`config.mk`:
```
export PLATFORM = sky130hd
export DESIGN_NAME = opnd_bypass_hazard
export DESIGN_NICKNAME = d
export VERILOG_FILES = /design/src/rtl/fwd_pkg.sv /design/src/rtl/bypass_pick.sv /design/src/rtl/load_use_detect.sv /design/src/rtl/opnd_bypass_hazard.sv
export SDC_FILE = /design/constraint.sdc
export NUM_CORES = 1
export LEC_CHECK = 0
export BUFFER_PORTS_ARGS = -buffer_cell sky130_fd_sc_hd__buf_2
export CORE_AREA = 5 5 42 44
export DETAILED_ROUTE_END_ITERATION = 16
export DIE_AREA = 0 0 47 49
export PLACE_DENSITY = 0.77
export SYNTH_ARGS = -nofsm -noshare
export SYNTH_HDL_FRONTEND = slang
export SYNTH_SLANG_ARGS = --single-unit
export TNS_END_PERCENT = 30
```
`constraint.sdc`:
```
create_clock -name vclk -period 2.2
set_clock_uncertainty 0.05 [all_clocks]
set_input_delay 0.44 -clock vclk [all_inputs]
set_output_delay 0.44 -clock vclk [all_outputs]
set_load 0.02 [all_outputs]
```
`src/rtl/fwd_pkg.sv`:
```
package fwd_pkg;

    typedef enum logic [1:0] {
        SEL_RF    = 2'b00,
        SEL_MEMWB = 2'b01,
        SEL_EXMEM = 2'b10
    } fwd_sel_e;

    typedef struct packed {
        fwd_sel_e sel_a;
        fwd_sel_e sel_b;
        logic     hold;
    } ctl_t;

endpackage

```
`src/rtl/bypass_pick.sv`:
```
module bypass_pick
    import fwd_pkg::*;
#(
    parameter int unsigned IDX_W = 5
) (
    input  logic [IDX_W-1:0] src_idx,
    input  logic             near_wr,
    input  logic [IDX_W-1:0] near_rd,
    input  logic             far_wr,
    input  logic [IDX_W-1:0] far_rd,
    output fwd_sel_e         sel
);
    localparam logic [IDX_W-1:0] ZERO_IDX = '0;

    logic near_hit_d;
    logic far_hit_d;

    always_comb begin
        near_hit_d = near_wr && (near_rd == src_idx) && (src_idx != ZERO_IDX);
        far_hit_d  = far_wr  && (far_rd  == src_idx) && (src_idx != ZERO_IDX);
        if (near_hit_d)
            sel = SEL_EXMEM;
        else if (far_hit_d)
            sel = SEL_MEMWB;
        else
            sel = SEL_RF;
    end

    always_comb begin
        // the zero register is never bypassed
        a_r5_zero_src_rf: assert (src_idx != ZERO_IDX || sel == SEL_RF)
            else $error("zero source picked a bypass");
        // an older-path pick implies a live matching producer there
        a_r3_memwb_pick_valid: assert (sel != SEL_MEMWB || (far_wr && far_rd == src_idx))
            else $error("MEM/WB pick without matching producer");
        // a newer-path match must never be overridden by the older path
        a_r4_exmem_priority: assert (!(near_wr && near_rd == src_idx && src_idx != ZERO_IDX) || sel == SEL_EXMEM)
            else $error("EX/MEM match lost priority");
    end

endmodule

```
`src/rtl/load_use_detect.sv`:
```
module load_use_detect #(
    parameter int unsigned IDX_W   = 5,
    parameter int unsigned NUM_SRC = 2
) (
    input  logic [NUM_SRC-1:0][IDX_W-1:0] dec_src,
    input  logic                          prod_wr,
    input  logic                          prod_load,
    input  logic [IDX_W-1:0]              prod_rd,
    output logic                          hazard
);
    localparam logic [IDX_W-1:0] ZERO_IDX = '0;

    logic [NUM_SRC-1:0] hit_d;

    always_comb begin
        for (int i = 0; i < NUM_SRC; i++) begin
            hit_d[i] = (dec_src[i] == prod_rd) && (dec_src[i] != ZERO_IDX);
        end
        hazard = prod_wr && prod_load && (|hit_d);
    end

    always_comb begin
        // only a load in ID/EX may pause the front end
        a_r7_load_only_stall: assert (!hazard || prod_load)
            else $error("stall without load producer");
        // a cleared (bubbled) ID/EX stage never requests a stall
        a_r8_bubble_releases: assert (prod_wr || !hazard)
            else $error("stall with write enable cleared");
    end

endmodule

```
`src/rtl/opnd_bypass_hazard.sv`:
```
module opnd_bypass_hazard
    import fwd_pkg::*;
#(
    parameter int unsigned IDX_W = 5
) (
    input  logic [IDX_W-1:0] id_rs1,
    input  logic [IDX_W-1:0] id_rs2,
    input  logic [IDX_W-1:0] ex_rs1,
    input  logic [IDX_W-1:0] ex_rs2,
    input  logic [IDX_W-1:0] idex_rd,
    input  logic             idex_wr_en,
    input  logic             idex_is_load,
    input  logic [IDX_W-1:0] exmem_rd,
    input  logic             exmem_wr_en,
    input  logic [IDX_W-1:0] memwb_rd,
    input  logic             memwb_wr_en,
    output logic [1:0]       fwd_sel_a,
    output logic [1:0]       fwd_sel_b,
    output logic             stall_front,
    output logic             bubble_idex
);
    localparam int unsigned NUM_SRC = 2;

    logic [NUM_SRC-1:0][IDX_W-1:0] ex_src;
    logic [NUM_SRC-1:0][IDX_W-1:0] id_src;
    fwd_sel_e                      pick_w [NUM_SRC];
    logic                          hazard_w;
    ctl_t                          ctl_d;

    assign ex_src[0] = ex_rs1;
    assign ex_src[1] = ex_rs2;
    assign id_src[0] = id_rs1;
    assign id_src[1] = id_rs2;

    for (genvar g = 0; g < NUM_SRC; g++) begin : g_pick
        bypass_pick #(.IDX_W(IDX_W)) pick_i (
            .src_idx (ex_src[g]),
            .near_wr (exmem_wr_en),
            .near_rd (exmem_rd),
            .far_wr  (memwb_wr_en),
            .far_rd  (memwb_rd),
            .sel     (pick_w[g])
        );
    end

    load_use_detect #(.IDX_W(IDX_W), .NUM_SRC(NUM_SRC)) luse_i (
        .dec_src   (id_src),
        .prod_wr   (idex_wr_en),
        .prod_load (idex_is_load),
        .prod_rd   (idex_rd),
        .hazard    (hazard_w)
    );

    always_comb begin
        ctl_d.sel_a = pick_w[0];
        ctl_d.sel_b = pick_w[1];
        ctl_d.hold  = hazard_w;
    end

    assign fwd_sel_a   = ctl_d.sel_a;
    assign fwd_sel_b   = ctl_d.sel_b;
    assign stall_front = ctl_d.hold;
    assign bubble_idex = ctl_d.hold;

    always_comb begin
        // the unused code 2'b11 never reaches the muxes
        a_r2_sel_legal: assert (fwd_sel_a != 2'b11 && fwd_sel_b != 2'b11)
            else $error("illegal select code");
        // with no live producers nothing is bypassed or stalled
        a_r1_idle_quiet: assert (exmem_wr_en || memwb_wr_en || idex_wr_en ||
                                 (fwd_sel_a == 2'b00 && fwd_sel_b == 2'b00 && !stall_front))
            else $error("activity with no producers");
    end

endmodule

```
==> impl_metrics.toml <==
[layout]
layout.nets = 144
finalNonFillerCells = 119
final_cell_mix = "43 x buf_2, 24 x xnor2_1, 7 x buf_4"
antennaDiodeCount = 0
final_common_cell = "buf_2"
nFlopsAndLatches = 0
drive_gt1_frac = 0.5631
syn2layout_area_growth_pct = 57.61
clkbuf_count = 0
final_util = 0.5179
ff_latch_area_sq_um = 0

[routing]
ant_nets = 0
wl_per_cell_microns = 12.93
routed_wirelength_mm = 1.539
drc = 0
via_per_inst = 5.118
drtIter0Drc = 3
dr.pass1.iters = 4
dr_total_vias = 609

[hold_path]
hold_depth = 4
min_path_type = "in -> out"

[yosys]
ys_warn_count = 0
synthesis.area_sq_um = 460.4
synth-seq-area-share = 0
synth_nets = 95
synth_top_area_cell = "xnor2_1"
synth.area.top_cells = "xnor2_1 46%, nor4_2 11%, nand4_1 8.2%"
synth_top_area_share = 0.4565
netlist_instances = 56
avgSynthCellArea_sq_um = 8.222
yosys.cell_types.count = 12

[die]
initial_core_util = 0.3286
coreArea_sq_um = 1401
die-area_sq_um = 2303
die_h_microns = 49
die_x_microns = 47
boundaryPins = 45
rows = 14

[setup_path]
path_class = "in -> out"
cp_data_required_time_ns = 1.71
cp.arrival_ns = 1.69
critPathLaunchType = "primary input"
crit_fanout = 2
crit_path_end_kind = "output pin"

[flow_run]
max-cap-violations = 0

[timing]
fin_crit_ns = 2.183
whs_ns = 1.188
final_hold_viol_count = 0
rsz0062_at_grt = "yes"
fin_ws_ns = 0.01698
finalSetupTns_ns = 0
fin_crit_sh = 0.9923
setup_viol = 0
tightestPinTransition_ns = 0.3457
final_max_slew_viol_count = 0
max_freq_ghz = 0.4581
relSlewSlack = 0.7676

[global_route]
overflow = 0
grt_pass1_vias = 640
antenna_found_initial = 0
grt_usage = 0.1326
grt_max_degree = 5
grt_pass1_wl_mm = 2.428

[placement]
dp_slack_ns = -0.002702
dp.cells = 119
gp_congestion = 0.7793
port_buffers = 45
hpwl_mm = 1.452

[power]
comb_power_share = 1.000
clkPwrFrac = 0
seqPwrFrac = 0
switchingPower_mw = 0.06149
internal-power_mw = 0.07019
p_per_area_nw_per_um2 = 181.5
vdd_drop_max_mv = 0.08225
p_sw_frac = 0.4670
leakage_nw = 0.3271

[outcome]
status = "finished, final reports clean"

[cts]
hold_buffers = 0
[logic make-up (layout without fill, tap and decap cells)]
group	count (synthesis)	after routing	synth area share
buffers and inverters	3	50	0.04891
AND/OR/NAND/NOR	20	20	0.3370
AO/OA/AOI/OAI	5	5	0.08153
XOR/XNOR	28	28	0.5326
[layout make-up]
| cell class | count | area [sq um] |
|---|---|---|
| multi-input cells | 53 | 437.9 |
| repair buffers | 50 | 267.8 |
| fillers | 145 | 675.6 |
| well taps | 16 | 20.02 |
[what timing repair did]
| item | in CTS | in global routing |
|---|---|---|
| buffers inserted | 0 | 0 |
| setup endpoints to repair | 1 | 2 |
| gates resized for setup | 1 | 1 |
[stage by stage]
step	power [mW]	instance area [sq um]
floorplan	0.06173	460.4
global placement	0.1281	720.7
detailed placement	0.1317	720.7
CTS	0.1324	723.2
global route	0.1440	725.7
finish	0.1317	725.7
[critical path, stage by stage]
cell    delay, ns
buf_2        0.10
or4_4        0.53
nor2_4       0.13
nor4_2       0.07
nor4_2       0.24
buf_4        0.18
[path summary, 6_finish.rpt]
check                    from            to
setup / recovery    ex_rs1[1]  fwd_sel_a[0]
hold / removal    memwb_wr_en  fwd_sel_a[0]
[synthesized netlist by cell type]
cell and instances:
buf_4 3, nor2_4 2, nor2_1 2, or4_4 2, nand4_1 6, o41ai_1 2, o211a_1 1, nand2_1 4
nor4_2 4, xor2_1 4, a21oi_1 2, xnor2_1 24
[power by group through the flow]
stage	logic [mW]	clock network (mW)	registers, mW
final	0.132	0	0
after global routing	0.144	0	0
after CTS	0.132	0	0
after detailed placement	0.132	0	0
after global placement	0.128	0	0
after floorplan	0.0617	0	0
[routing by layer]
metal | up-vias | routed length [microns] | global-route usage
met5 | - | 0 | 0
met4 | 0 | 8 | 0.009217
met3 | 2 | 256 | 0.01107
met2 | 41 | 791 | 0.2670
met1 | 271 | 483 | 0.1435
li1 | 295 | - | -
Note: power is estimated with default switching activity, not from simulation.
